==> config.mk <==
export PLATFORM = sky130hd
export DESIGN_NAME = dual_dac_ctrl
export DESIGN_NICKNAME = d
export VERILOG_FILES = /design/src/rtl/dac_ctrl_pkg.sv /design/src/rtl/dac_channel.sv /design/src/rtl/dac_cfg_reg.sv /design/src/rtl/dac_store_timer.sv /design/src/rtl/dual_dac_ctrl.sv
export SDC_FILE = /design/constraint.sdc
export NUM_CORES = 1
export LEC_CHECK = 0
export BUFFER_PORTS_ARGS = -buffer_cell sky130_fd_sc_hd__buf_2
export CAP_MARGIN = 20
export CELL_PAD_IN_SITES_DETAIL_PLACEMENT = 1
export CELL_PAD_IN_SITES_GLOBAL_PLACEMENT = 2
export CORE_MARGIN = 1
export CORE_UTILIZATION = 25
export CTS_BUF_LIST = sky130_fd_sc_hd__clkbuf_2
export DETAILED_ROUTE_END_ITERATION = 6
export GPL_TIMING_DRIVEN = 0
export PLACE_DENSITY_LB_ADDON = 0.25
export SYNTH_ARGS = -nofsm -noshare
export SYNTH_HDL_FRONTEND = slang
export SYNTH_SLANG_ARGS = --single-unit
==> constraint.sdc <==
create_clock -name clk -period 2.7 [get_ports clk]
set_input_delay 0.405 -clock clk [delete_from_list [all_inputs] [get_ports clk]]
set_output_delay 0.405 -clock clk [all_outputs]
set_load 0.03 [all_outputs]
==> src/rtl/dac_ctrl_pkg.sv <==
package dac_ctrl_pkg;
  parameter int unsigned DAC_W = 10;
  parameter int unsigned CFG_W = 8;
  parameter int unsigned ID_W  = 4;

  localparam int unsigned CFG_LOCK   = 0;
  localparam int unsigned CFG_POR_LO = 1;
  localparam int unsigned CFG_HIZ    = 3;
  localparam int unsigned CFG_ID_LO  = 4;

  typedef enum logic [2:0] {
    OP_LOAD   = 3'd0,
    OP_ZERO   = 3'd1,
    OP_FULL   = 3'd2,
    OP_RECALL = 3'd3,
    OP_PWRDN  = 3'd4,
    OP_STORE  = 3'd5
  } dac_op_e;

  typedef enum logic [1:0] {
    MODE_DRIVE = 2'b00,
    MODE_LOW   = 2'b01,
    MODE_HIZ   = 2'b10
  } out_mode_e;

  // Code chosen after reset from the two policy bits.
  function automatic logic [DAC_W-1:0] por_value(input logic [1:0] pol,
                                                 input logic [DAC_W-1:0] nv);
    case (pol)
      2'b00:   por_value = '0;
      2'b01:   por_value = '1;
      2'b10:   por_value = {1'b1, {(DAC_W-1){1'b0}}};
      default: por_value = nv;
    endcase
  endfunction

  // True for the operations that rewrite a volatile code.
  function automatic logic is_update(input logic [2:0] op);
    is_update = (op == OP_LOAD) || (op == OP_ZERO) ||
                (op == OP_FULL) || (op == OP_RECALL);
  endfunction

  // New volatile code for an updating operation.
  function automatic logic [DAC_W-1:0] cmd_value(input logic [2:0] op,
                                                 input logic [DAC_W-1:0] data,
                                                 input logic [DAC_W-1:0] nv);
    case (op)
      OP_ZERO:   cmd_value = '0;
      OP_FULL:   cmd_value = '1;
      OP_RECALL: cmd_value = nv;
      default:   cmd_value = data;
    endcase
  endfunction

  function automatic logic [1:0] mode_of(input logic pd, input logic hiz);
    if (!pd)     mode_of = MODE_DRIVE;
    else if (hiz) mode_of = MODE_HIZ;
    else         mode_of = MODE_LOW;
  endfunction
endpackage

==> src/rtl/dac_channel.sv <==
module dac_channel
  import dac_ctrl_pkg::*;
#(
  parameter logic [DAC_W-1:0] NV_INIT = '0
) (
  input  logic             clk,
  input  logic             rst_n,
  input  logic             por_apply,
  input  logic [1:0]       por_sel,
  input  logic             upd_en,
  input  logic [2:0]       upd_op,
  input  logic [DAC_W-1:0] upd_data,
  input  logic             pd_en,
  input  logic             store_en,
  output logic [DAC_W-1:0] vol_code,
  output logic [DAC_W-1:0] nv_code,
  output logic             pd_flag
);
  logic [DAC_W-1:0] vol_q;
  logic [DAC_W-1:0] nv_q = NV_INIT;  // retained: untouched by reset
  logic             pd_q;

  always_ff @(posedge clk or negedge rst_n) begin
    if (!rst_n) begin
      vol_q <= '0;
      pd_q  <= 1'b0;
    end else if (por_apply) begin
      vol_q <= por_value(por_sel, nv_q);
      pd_q  <= 1'b0;
    end else if (upd_en) begin
      vol_q <= cmd_value(upd_op, upd_data, nv_q);
      pd_q  <= 1'b0;
    end else if (pd_en) begin
      pd_q  <= 1'b1;
    end
  end

  always_ff @(posedge clk) begin
    if (store_en) nv_q <= vol_q;
  end

  assign vol_code = vol_q;
  assign nv_code  = nv_q;
  assign pd_flag  = pd_q;
endmodule

==> src/rtl/dac_cfg_reg.sv <==
module dac_cfg_reg
  import dac_ctrl_pkg::*;
#(
  parameter logic [CFG_W-1:0] CFG_INIT = 8'h50
) (
  input  logic             clk,
  input  logic             wr_en,
  input  logic [CFG_W-1:0] wdata,
  output logic [CFG_W-1:0] cfg,
  output logic             locked
);
  logic [CFG_W-1:0] cfg_q = CFG_INIT;  // retained: untouched by reset

  always_ff @(posedge clk) begin
    if (wr_en && !cfg_q[CFG_LOCK]) cfg_q <= wdata;
  end

  assign cfg    = cfg_q;
  assign locked = cfg_q[CFG_LOCK];
endmodule

==> src/rtl/dac_store_timer.sv <==
module dac_store_timer #(
  parameter int unsigned CYCLES = 250000
) (
  input  logic clk,
  input  logic rst_n,
  input  logic start,
  output logic busy
);
  localparam int unsigned CNT_W = $clog2(CYCLES + 1);
  logic [CNT_W-1:0] cnt_q;

  always_ff @(posedge clk or negedge rst_n) begin
    if (!rst_n)               cnt_q <= '0;
    else if (start)           cnt_q <= CNT_W'(CYCLES);
    else if (cnt_q != '0)     cnt_q <= cnt_q - CNT_W'(1);
  end

  assign busy = (cnt_q != '0);
endmodule

==> src/rtl/dual_dac_ctrl.sv <==
module dual_dac_ctrl
  import dac_ctrl_pkg::*;
#(
  parameter int unsigned      STORE_CYCLES = 250000,
  parameter logic [7:0]       CFG_INIT     = 8'h50,
  parameter logic [9:0]       NV_INIT_A    = 10'h000,
  parameter logic [9:0]       NV_INIT_B    = 10'h000
) (
  input  logic       clk,
  input  logic       rst_n,
  input  logic       cmd_valid,
  input  logic [2:0] cmd_op,
  input  logic [1:0] cmd_sel,
  input  logic [9:0] cmd_data,
  input  logic       cfg_wr,
  input  logic [7:0] cfg_wdata,
  output logic [7:0] cfg_rdata,
  output logic [3:0] dev_type_id,
  output logic [9:0] dac_code_a,
  output logic [9:0] dac_code_b,
  output logic [3:0] out_mode,
  output logic       busy
);
  localparam int unsigned NCH = 2;

  // Named internal events, also observed by the bound checker.
  logic             por_pend;
  logic             por_apply;
  logic             cmd_live;
  logic             store_go;
  logic             cfg_locked;
  logic [CFG_W-1:0] cfg_q;
  logic [DAC_W-1:0] vol_code [NCH];
  logic [DAC_W-1:0] nv_code  [NCH];
  logic [NCH-1:0]   pd_flag;

  always_ff @(posedge clk or negedge rst_n) begin
    if (!rst_n) por_pend <= 1'b1;
    else        por_pend <= 1'b0;
  end

  assign por_apply = por_pend;
  assign cmd_live  = cmd_valid && !por_apply;
  assign store_go  = cmd_live && (cmd_op == OP_STORE) && !busy;

  dac_cfg_reg #(.CFG_INIT(CFG_INIT)) u_cfg (
    .clk    (clk),
    .wr_en  (cfg_wr),
    .wdata  (cfg_wdata),
    .cfg    (cfg_q),
    .locked (cfg_locked)
  );

  dac_store_timer #(.CYCLES(STORE_CYCLES)) u_timer (
    .clk   (clk),
    .rst_n (rst_n),
    .start (store_go),
    .busy  (busy)
  );

  for (genvar i = 0; i < NCH; i++) begin : g_ch
    dac_channel #(.NV_INIT((i == 0) ? NV_INIT_A : NV_INIT_B)) u_ch (
      .clk       (clk),
      .rst_n     (rst_n),
      .por_apply (por_apply),
      .por_sel   (cfg_q[CFG_POR_LO +: 2]),
      .upd_en    (cmd_live && is_update(cmd_op) && cmd_sel[i]),
      .upd_op    (cmd_op),
      .upd_data  (cmd_data),
      .pd_en     (cmd_live && (cmd_op == OP_PWRDN) && cmd_sel[i]),
      .store_en  (store_go && cmd_sel[i]),
      .vol_code  (vol_code[i]),
      .nv_code   (nv_code[i]),
      .pd_flag   (pd_flag[i])
    );
    assign out_mode[2*i +: 2] = mode_of(pd_flag[i], cfg_q[CFG_HIZ]);
  end

  assign dac_code_a  = vol_code[0];
  assign dac_code_b  = vol_code[1];
  assign cfg_rdata   = cfg_locked ? '0 : cfg_q;
  assign dev_type_id = cfg_q[CFG_ID_LO +: ID_W];
endmodule

### Word level (Yosys, flattened, before mapping)

Cells that the tools add are included.

* word-level logic and storage cells: 63
* bits of input ports: 27
* register bits after elaboration: 69
* output and inout port bits: 37

* add/sub/neg operators: 1
* mux-type cells: 20
* reduce and logical (&&, ||, !) cells: 26
* eq/ne operators: 7

Operator list (number)
* 10-bit case mux with 3 select lines: 4
* 10-bit two-way mux: 4
* 18-bit two-way mux: 2
* 18-bit nonzero test: 1
* 18-bit by 1-bit subtractor with 18-bit output, second input constant: 1
* 1-bit logical AND: 12
* 8-bit two-way mux: 1
* 3-bit by 2-bit equality test with 1-bit output, second input constant: 2
* 3-bit equality test, second input constant: 2
* 1-bit two-way mux: 6
* 2-bit two-way mux: 3
* 2-bit nonzero test: 3
* 3-bit nonzero test: 2
* 3-bit by 1-bit equality test with 1-bit output, second input constant: 1
* 1-bit zero test: 3
* 3-bit zero test: 1
* 1-bit logical OR: 3
* 2-bit by 1-bit equality test with 1-bit output, second input constant: 1
* 2-bit equality test, second input constant: 1
* 2-bit zero test: 1

### Longest topological paths before layout

Gate-level depths: netlist of run 1.

* word-level depth: 8
* mapped depth: 8
* depth with buffers taken out: 6

### Cells and area by module

Synthesis of run 1 repeated with hierarchy kept, for this count alone.

* cells, all modules: 320
* area, all modules: 3823.7 um^2

By module, submodules not included
* dac_channel: times used 2, area each 1151.1 um^2, seq. area each 575.6 um^2, cells each 89
* dac_store_timer: times used 1, area each 1059.8 um^2, seq. area each 450.4 um^2, cells each 108
* dac_cfg_reg: times used 1, area each 261.5 um^2, seq. area each 240.2 um^2, cells each 10
* dual_dac_ctrl: times used 1, area each 200.2 um^2, seq. area each 26.3 um^2, cells each 24

### Worst setup path after synthesis of run 1

No wires, ideal clock.

* kind: register to register
* start point: register u_timer.cnt_q[0]
* end point: register g_ch[0].u_ch.nv_q[0], enable pin
* cell stages (with the launch flop): 8
* setup time: 0.343 ns
* required time: 2.357 ns
* data arrival time: 1.776 ns
* path slack: 0.580 ns
* buffers on the path: 1
* path through: dfrtp_1 -> inv_1 -> ha_1 -> nor4b_1 -> nand3_1 -> buf_4 -> nor2_2 -> and3_1

* word-level cells in the longest chain between the ends: 4

RTL lines
* start, declared: line dac_store_timer.sv:10 `logic [CNT_W-1:0] cnt_q;`
* start signal, assigned: line dac_store_timer.sv:14 `else if (start) cnt_q <= CNT_W'(CYCLES);`
* start signal, assigned: line dac_store_timer.sv:15 `else if (cnt_q != '0) cnt_q <= cnt_q - CNT_W'(1);`
* 18-bit nonzero test: line dac_store_timer.sv:18 `assign busy = (cnt_q != '0);`
* 1-bit zero test: line dual_dac_ctrl.sv:44 `assign store_go = cmd_live && (cmd_op == OP_STORE) && !busy;`
* 1-bit logical AND: line dual_dac_ctrl.sv:44
* 1-bit logical AND: line dual_dac_ctrl.sv:71 `.store_en (store_go && cmd_sel[i]),`
* named net g_ch[0].u_ch.store_en: line dac_channel.sv:14 `input logic store_en,`
* end signal, assigned: line dac_channel.sv:39 `if (store_en) nv_q <= vol_q;`
* end, declared: line dac_channel.sv:20 `logic [DAC_W-1:0] nv_q = NV_INIT;`

The timed path passes the listed nets, and every way through them passes these cells.
A chain may end at the register's enable or synchronous reset.

### Final worst setup path of run 1

* start point: register u_timer.cnt_q[0]
* end point: output port busy

* word-level cells in the longest chain between the ends: 1

RTL lines
* 18-bit nonzero test: line dac_store_timer.sv:18
* end, declared: line dual_dac_ctrl.sv:22 `output logic busy`

No other way between the ends.

==> metrics.md, run 1 <==
| Metric | Value |
|---|---|
| Outcome | `finished, final reports clean` |
| Largest net degree at the start of global routing | `42` |
| Area growth, synth to finish | `24.4%` |
| Fillers | `1564` |
| Syn Area/Cell | `9.94 um^2` |
| R2R Setup Slk | `0.32 ns` |
| MaxCap Viol Count | `0` |
| Gr ovfl total | `0` |
| # clock sinks | `69` |
| Maximum vdd ir drop | `0.000283 V` |
| Max incr delay on CP | `0.43 ns` |
| Clk buf depth | `2` |
| Crit Reg-Reg Endpoint | `g_ch[0].u_ch.nv_code[0]$_DFFE_PP_` |
| Vias per cell | `4.75` |
| Die Wd | `119 um` |
| Critical path required time | `2.30 ns` |
| Fmax achieved | `397 MHz` |
| Die height | `119 um` |
| Vias post-DR | `2913` |
| FF-to-FF Start | `u_timer.cnt_q[0]$_DFFE_PN0P_` |
| Slew HR | `54.2%` |
| Yosys warnings | `0` |
| Area contributors post-synth | `dfrtp_1, edfxtp_1, o21ai_0` |
| Instance area after placement | `0.00395 mm^2` |
| WS Path Type | `reg2out` |
| Leak Pwr | `1.72 nW` |
| Hold path depth | `3` |
| DR WL/cell | `17.0 um` |
| Initial antenna violation count | `0` |
| Finished Core Util | `32.0%` |
| Hold crit path type | `in2reg` |
| Clock latency on the worst-skew pair | `0.55 ns` |
| Layout cell share with drive strength beyond 1 | `23.6%` |
| Final setup margin | `0.179 ns` |
| Tot GR Track Use | `15.9%` |
| Routed WL | `10400 um` |
| Final Max Slew Viols | `0` |
| Hold Worst Slack | `0.171 ns` |
| Register-to-Register Path Depth | `8` |
| DRC Markers | `0` |
| GPL Wtd Cong | `0.726` |
| Finish-stage setup viols | `0` |
| Num CTS Buffers | `9` |
| DP Worst Slack | `-0.107 ns` |
| Netlist cell types | `43` |
| Starting Density | `25.7%` |
| Clk pin slew, worst setup/hold paths | `0.19 ns` |
| Async S/R FF share, synth | `59.4%` |
| Post-synthesis sequential area ratio | `54.6%` |
| CP Max Fanout | `10` |
| CTS tree | `done` |
| Vias in the first global route | `3103` |
| Initial drt markers | `158` |
| Post-synth EDFFs | `28` |
| Die area | `0.0141 mm^2` |
| First-pass GRT wire length | `16900 um` |
| CP max stage cell | `dfrtp_1` |
| CTS root buffer | `clkbuf_2` |
| Nature of the critical path endpoint | `primary output` |
| Nets | `462` |
| Seq cells post-synth | `69` |
| Number of antenna diodes | `0` |
| Mapped cell area | `0.00342 mm^2` |
| Cell Chain, Critical Path | `inv_2 > ha_4 > nor4b_4 > nand3_1 > buf_6 > nor2_4 > inv_1 > buf_2` |
| Part of the cycle the worst path needs | `93.4%` |
| Commonest non-fill, non-tap cell in the layout | `buf_2` |
| Main flop type after synthesis | `dfrtp_1` |
| Hold EP | `g_ch[1].u_ch.pd_flag$_DFFE_PN0P_` |
| Worst Path Arrival | `2.12 ns` |
| Fin. Hold Viols | `0` |
| Cell taking the most area after synthesis | `dfrtp_1` |
| Setup crit start kind | `flip-flop` |
| Pwr/cell area | `504 mW/mm^2` |
| Max H-tree Level | `3` |
| Fin area | `0.00425 mm^2` |
| Drt pass-1 iters | `4` |
| Core box area | `0.0133 mm^2` |
| Syn Inst Count | `344` |
| Std cell rows | `42` |
| Yosys top cell area share | `29.3%` |
| Worst-Margin Slew | `0.685 ns` |
| # IOs | `64` |
| Antenna-violating nets left | `0` |
| Port Buffers | `62` |
| Hold wc startpoint | `cmd_sel[1]` |
| Clk_skew | `0.0418 ns` |
| Most frequent cells in the layout | `buf_2, nand2_1, o21ai_0, dfrtp_1, edfxtp_1` |
| Fin crit period | `2.52 ns` |
| Sum Neg Setup Slack | `0 ns` |
| HPWL after DPL | `7300 um` |
-- sequential cells by signal, summed over array words and instances, names as in the netlist --
signal,cells
g_ch.u_ch.vol_code,20
u_timer.cnt_q,18
g_ch.u_ch.nv_code,20
u_cfg.cfg,8
g_ch.u_ch.pd_flag,2
por_apply,1
-- stage by stage --
stage               std cells  power (mW)
global route              613        2.26
detailed placement        583        1.55
finish                    613        2.14
floorplan                 345        1.41
global placement          583        1.54
CTS                       611        2.19
-- synthesized netlist by cell type, drive strengths merged (6+ instances only) --
cell	instances
nor2	19
clkbuf	19
nand2	53
and2	6
buf	7
edfxtp	28
a2bb2oi	20
dfrtp	40
nor2b	17
nor3	8
nand3	20
xnor2	9
a21oi	13
inv	7
o21ai	43
-- worst max-delay path, delay by kind of cell, from the launching register on --
kind	cells	cell delay, ns
fa+ha+maj	1	0.16
simple gates	3	0.52
flops	1	0.43
buf+inv	4	0.49
-- cell type report --
cell class | instances | area [um^2] | area share (%)
plain buffers | 26 | 124 | 2.91
clock buffers | 11 | 55.1 | 1.29
clock inverters | 5 | 53.8 | 1.27
inverters | 7 | 26.3 | 0.618
multi-input cells | 243 | 1450 | 34.0
flip-flops and latches | 69 | 1870 | 43.9
well taps | 176 | 220 | 5.18
repair buffers | 76 | 458 | 10.8
-- worst max-delay path by stage --
stage	endpoint	from	depth (start not counted)	slack, ns
after global placement	g_ch[0].u_ch.nv_code[3]$_DFFE_PP_	u_timer.cnt_q[0]$_DFFE_PN0P_	7	-0.09
after floorplan	g_ch[0].u_ch.nv_code[0]$_DFFE_PP_	u_timer.cnt_q[0]$_DFFE_PN0P_	7	0.58
after global routing	busy	u_timer.cnt_q[1]$_DFFE_PN0P_	8	-0.01
final	busy	u_timer.cnt_q[0]$_DFFE_PN0P_	8	0.18
after detailed placement	g_ch[0].u_ch.nv_code[3]$_DFFE_PP_	u_timer.cnt_q[0]$_DFFE_PN0P_	7	-0.11
after CTS	busy	u_timer.cnt_q[0]$_DFFE_PN0P_	8	0.001
-- where the power goes --
| group | leakage [nW] | internal (mW) | total [mW] | switching (mW) |
|---|---|---|---|---|
| combinational | 0.909 | 0.121 | 0.353 | 0.232 |
| clock | 0.0757 | 0.219 | 0.604 | 0.386 |
| sequential | 0.733 | 1.15 | 1.18 | 0.0381 |
-- logic make-up after synthesis --
kind of cell / count (synthesis) / synth area share (%)
fa+ha+maj: 3 / 1.10
mux: 3 / 0.879
buf+inv: 33 / 4.28
other cells: 1 / 0.110
compound gates: 88 / 16.1
xor+xnor: 9 / 2.31
flops: 69 / 54.6
simple gates: 138 / 20.5
-- timing repair --
item,4_1_cts,5_1_grt
hold buffers,9,0
pin swaps,1,0
gates resized for setup,5,3
setup endpoints to repair,21,1
buffers inserted,3,1
cloned,0,0
endpoints found under the hold margin,26,0
-- layer usage --
| layer | GRT usage [%] | vias up | part of all wire (%) | wire, um |
|---|---|---|---|---|
| li1 | - | 1386 | - | - |
| met1 | 19.8 | 1475 | 46 | 4780 |
| met2 | 26.9 | 45 | 50 | 5200 |
| met3 | 4.65 | 7 | 3.2 | 337 |
| met4 | 3.56 | 0 | 0.88 | 92 |
| met5 | 0 | - | 0 | 0 |
(Power assumes the default switching activity.)
==> inputs of run 2 (changes only) <==
SKIP_CTS_REPAIR_TIMING = 1   (was not set)
clock period = 3.24 ns   (was 2.7 ns; I/O delays follow)
==> metrics.md, run 2 (synthesis results as in run 1) <==
| Metric | Value |
|---|---|
| DP Worst Slack | `0.433 ns` |
| Gr ovfl total | `0` |
| Logic pwr share | `16.1%` |
| Initial antenna violation count | `0` |
| Core box area | `0.0133 mm^2` |
| Fin crit period | `2.88 ns` |
| WS Path Type | `reg2out` |
| Max H-tree Level | `3` |
| MaxCap Viol Count | `0` |
| Part of the cycle the worst path needs | `89.0%` |
| Sw Ratio | `30.7%` |
| Tot GR Track Use | `15.7%` |
| Instance area after placement | `0.00395 mm^2` |
| Final Max Slew Viols | `0` |
| Fin. Hold Viols | `0` |
| Starting Density | `25.7%` |
| RSZ-0062 raised after global routing | `false` |
| Setup crit start kind | `flip-flop` |
| Clk pin slew, worst setup/hold paths | `0.17 ns` |
| HPWL after DPL | `7300 um` |
| Nature of the critical path endpoint | `primary output` |
| GPL Wtd Cong | `0.726` |
| Std cell rows | `42` |
| Tot Pwr | `1.78 mW` |
| # clock sinks | `69` |
| Sum Neg Setup Slack | `0 ns` |
| Die Wd | `119 um` |
| Die height | `119 um` |
| Initial drt markers | `183` |
| Port Buffers | `62` |
| Area growth, synth to finish | `20.2%` |
| Drt pass-1 iters | `4` |
| Vias post-DR | `2871` |
| Hold crit path type | `in2reg` |
| Outcome | `finished, final reports clean` |
| Leak Pwr | `1.66 nW` |
| # IOs | `64` |
| CP Max Fanout | `10` |
| Nets | `450` |
| Critical path required time | `2.75 ns` |
| P_sw | `0.547 mW` |
| CTS tree | `done` |
| Finish-stage setup viols | `0` |
| Antenna-violating nets left | `0` |
| Vias per cell | `4.78` |
| Largest net degree at the start of global routing | `42` |
| Vias in the first global route | `3039` |
| Die area | `0.0141 mm^2` |
| Num CTS Buffers | `9` |
| Slew HR | `54.9%` |
| Number of antenna diodes | `0` |
| Maximum vdd ir drop | `0.000237 V` |
| Fmax achieved | `347 MHz` |
| Most frequent cells in the layout | `buf_2, nand2_1, o21ai_0, dfrtp_1, edfxtp_1` |
| Share of power burned in registers | `55.5%` |
| Final setup margin | `0.357 ns` |
| Commonest non-fill, non-tap cell in the layout | `buf_2` |
| Hold Worst Slack | `0.135 ns` |
| CTS root buffer | `clkbuf_2` |
| First-pass GRT wire length | `16700 um` |
| Internal Power | `1.23 mW` |
| Layout cell share with drive strength beyond 1 | `22.6%` |
| Clk_skew | `0.0399 ns` |
| Clock latency on the worst-skew pair | `0.54 ns` |
| Clock share of power | `28.4%` |
| Pwr/cell area | `433 mW/mm^2` |
| Clk buf depth | `2` |
| DR WL/cell | `17.1 um` |
| Worst-Margin Slew | `0.675 ns` |
| Worst Path Arrival | `2.40 ns` |
| DRC Markers | `0` |
| Routed WL | `10300 um` |
| Fin area | `0.00411 mm^2` |
run 2: through the flow:
stage          cells  utilization, %
5_1_grt          601            30.9
6_report         601            30.9
3_5_place_dp     583            29.7
2_1_floorplan    345               -
3_3_place_gp     583            29.7
4_1_cts          599            30.5
run 2: area by class of cell:
class	count	area [um^2]
inverter	7	26.3
tap	176	220
timing repair buffer	64	348
multi-input combinational	243	1420
clock inverter	5	53.8
sequential	69	1870
clock buffer	11	55.1
buffer	26	120
fill	1565	9190
run 2: worst max-delay path, cell delays in order (launching register included):
cell and delay, ns:
dfrtp_1 0.46, inv_1 0.11, ha_1 0.23, nor4b_2 0.31, nand3_1 0.16, buf_4 0.23
nor2_4 0.17, inv_1 0.05, buf_2 0.17
run 2: final timing paths:
check	start	endpoint	slack, ns	cells after the start
min in group asynchronous	rst_n	g_ch[1].u_ch.vol_code[3]$_DFFE_PN0N_	0.44	2
max in group asynchronous	rst_n	por_apply$_DFF_PN1_	2.16	3
hold / removal	cfg_wdata[2]	u_cfg.cfg[2]$_DFFE_PP_	0.13	1
hold reg to reg	g_ch[1].u_ch.vol_code[2]$_DFFE_PN0N_	g_ch[1].u_ch.nv_code[2]$_DFFE_PP_	0.49	0
setup reg to reg	u_timer.cnt_q[0]$_DFFE_PN0P_	g_ch[0].u_ch.nv_code[0]$_DFFE_PP_	0.70	7
setup / recovery	u_timer.cnt_q[0]$_DFFE_PN0P_	busy	0.36	8
run 2: power groups by stage:
stage / Combinational [mW] / Clock [mW] / Sequential, mW
2_1_floorplan: 0.114 / 0 / 1.06
5_1_grt: 0.314 / 0.566 / 0.993
3_5_place_dp: 0.288 / 0 / 1.00
3_3_place_gp: 0.284 / 0 / 1.00
4_1_cts: 0.288 / 0.538 / 0.988
6_report: 0.286 / 0.506 / 0.987
run 2: per-layer routing:
layer	up-vias	wire length (um)	part of all wire, %	GRT usage [%]
met5	-	0	0	0
met4	0	86	0.83	3.56
li1	1363	-	-	-
met2	40	5100	49	26.3
met1	1462	4800	47	19.7
met3	6	324	3.1	4.65
==> inputs of run 3 (changes only) <==
ABC_AREA = 1   (was not set)
BUFFER_PORTS_ARGS = -buffer_cell sky130_fd_sc_hd__clkbuf_2   (was -buffer_cell sky130_fd_sc_hd__buf_2)
==> metrics.md, run 3 <==
| Metric | Value |
|---|---|
| Initial antenna violation count | `0` |
| Std cell rows | `42` |
| Syn Area/Cell | `8.25 um^2` |
| Starting Density | `25.9%` |
| Fmax achieved | `353 MHz` |
| GPL Wtd Cong | `0.735` |
| Setup crit start kind | `flip-flop` |
| Leak Pwr | `2.09 nW` |
| Clock latency on the worst-skew pair | `0.55 ns` |
| Vias in the first global route | `3022` |
| Nets | `525` |
| Vias post-DR | `2877` |
| Die Wd | `120 um` |
| Pwr/cell area | `421 mW/mm^2` |
| Fin. Hold Viols | `0` |
| Critical path buffers and inverters | `1` |
| DRC Markers | `0` |
| CTS tree | `done` |
| # clock sinks | `69` |
| RSZ-0062 raised after global routing | `false` |
| CP max stage cell | `nor2_1` |
| Slew HR | `30.2%` |
| Antenna-violating nets left | `0` |
| Main flop type after synthesis | `dfrtp_1` |
| Die area | `0.0143 mm^2` |
| Vias per cell | `4.26` |
| Clk pin slew, worst setup/hold paths | `0.20 ns` |
| Worst Path Arrival | `3.01 ns` |
| Part of the cycle the worst path needs | `87.4%` |
| Final Max Slew Viols | `0` |
| Port Buffers | `61` |
| Drt pass-1 iters | `4` |
| First-pass GRT wire length | `15500 um` |
| Hold crit path type | `in2reg` |
| Maximum vdd ir drop | `0.000171 V` |
| Outcome | `finished, final reports clean` |
| Most frequent cell after synthesis | `nand2_1` |
| Largest delay contributor family on the critical path | `simple AND/OR/NAND/NOR gates` |
| Async S/R FF share, synth | `59.4%` |
| Finished Core Util | `30.8%` |
| Cell Chain, Critical Path | `inv_1 > ha_1 > nand2_2 > nor2_4 > nand4_2 > nor2_1` |
| Hold Worst Slack | `0.122 ns` |
| Max incr delay on CP | `0.91 ns` |
| Routed WL | `9320 um` |
| Clk buf depth | `2` |
| Largest net degree at the start of global routing | `32` |
| Num CTS Buffers | `9` |
| Worst-Margin Slew | `1.04 ns` |
| Area growth, synth to finish | `19.2%` |
| Most frequent cells in the layout | `nand2_1, clkbuf_2, nor2_1, inv_1, dfrtp_1` |
| Die height | `120 um` |
| Max H-tree Level | `3` |
| Area occupied by multi-input gates | `0.00128 mm^2` |
| Storage element area | `0.00187 mm^2` |
| Core box area | `0.0134 mm^2` |
| FF-to-FF Start | `u_timer.cnt_q[0]$_DFFE_PN0P_` |
| Clk_skew | `0.0387 ns` |
| Commonest non-fill, non-tap cell in the layout | `nand2_1` |
| Syn Inst Count | `420` |
| Post-synth EDFFs | `28` |
| Sum Neg Setup Slack | `0 ns` |
| Netlist cell types | `29` |
| Critical path required time | `3.42 ns` |
| Fillers | `1667` |
| MaxCap Viol Count | `0` |
| DR WL/cell | `13.8 um` |
| Layout cell share with drive strength beyond 1 | `21.2%` |
| CP Max Fanout | `10` |
| Setup crit start | `u_timer.cnt_q[0]$_DFFE_PN0P_` |
| Initial drt markers | `133` |
| CTS root buffer | `clkbuf_2` |
| Fin crit period | `2.83 ns` |
| Synth cell count leaders | `nand2_1, nor2_1, inv_1` |
| Area contributors post-synth | `dfrtp_1, edfxtp_1, nand2_1` |
| Mapped cell area | `0.00347 mm^2` |
| # IOs | `64` |
| Yosys warnings | `0` |
| Post-synthesis sequential area ratio | `53.9%` |
| Instance area after placement | `0.00402 mm^2` |
| Cell taking the most area after synthesis | `dfrtp_1` |
| Fin area | `0.00413 mm^2` |
| Number of antenna diodes | `0` |
| Nature of the critical path endpoint | `flip-flop` |
| HPWL after DPL | `7110 um` |
| Gr ovfl total | `0` |
| Yosys top cell area share | `28.9%` |
| Hold wc startpoint | `cfg_wdata[5]` |
| Seq cells post-synth | `69` |
| Tot GR Track Use | `14.2%` |
| Finish-stage setup viols | `0` |
| Tot Pwr | `1.74 mW` |
| WS Path Type | `reg2reg` |
[run 3: changes by cell type in the layout (fill, tap and decap cells not counted), moves of 16 or more]
| cell | change |
|---|---|
| clkbuf_1 | -16 |
| clkbuf_2 | +61 |
| nor2b_1 | -17 |
| inv_1 | +52 |
| nor2_1 | +46 |
| a2bb2oi_1 | -20 |
| nand2_1 | +47 |
| buf_2 | -57 |
[run 3: logic make-up after synthesis]
kind of cell,share of synthesized area [%]
other,0.108
AND/OR/NAND/NOR,26.5
XOR/XNOR,1.52
buffers and inverters,9.17
AO/OA/AOI/OAI,7.73
adder cells (fa/ha/maj),1.08
flip-flops,53.9
[run 3: path summary, 6_finish.rpt]
kind	end	slack, ns	depth (start not counted)
max in group asynchronous	por_apply$_DFF_PN1_	2.32	3
max reg2reg	g_ch[1].u_ch.nv_code[2]$_DFFE_PP_	0.41	6
min in group asynchronous	g_ch[1].u_ch.vol_code[2]$_DFFE_PN0N_	0.33	2
min reg2reg	g_ch[1].u_ch.nv_code[5]$_DFFE_PP_	0.51	0
min	u_cfg.cfg[5]$_DFFE_PP_	0.12	1
max	g_ch[1].u_ch.nv_code[2]$_DFFE_PP_	0.41	6
[run 3: final cells by class]
cell class,instances,share of cell area (%)
Sequential cell,69,45.2
Tap cell,176,5.33
Clock buffer,11,1.33
Timing Repair Buffer,63,8.12
Clock inverter,5,1.24
Inverter,63,5.72
Multi-Input combinational cell,275,31.1
Buffer,14,1.97
[run 3: layer usage]
layer	track usage, %	vias up	wire length (um)
li1	-	1471	-
met1	18.0	1347	4400
met2	23.1	48	4440
met3	4.13	11	335
met4	5.00	0	138
met5	0	-	0
[run 3: power by group]
part           switching (mW)  total, mW  internal, mW  leakage, nW
Clock                   0.316      0.496         0.179       0.0694
Combinational           0.184      0.261        0.0767         1.26
Sequential             0.0310      0.984         0.953        0.764
Total                   0.531       1.74          1.21         2.09
[run 3: per-stage QoR]
stage	std cells	setup WS, ns
2_1_floorplan	421	1.18
3_3_place_gp	658	0.398
3_5_place_dp	659	0.336
4_1_cts	675	0.339
5_1_grt	676	0.208
6_report	676	0.409
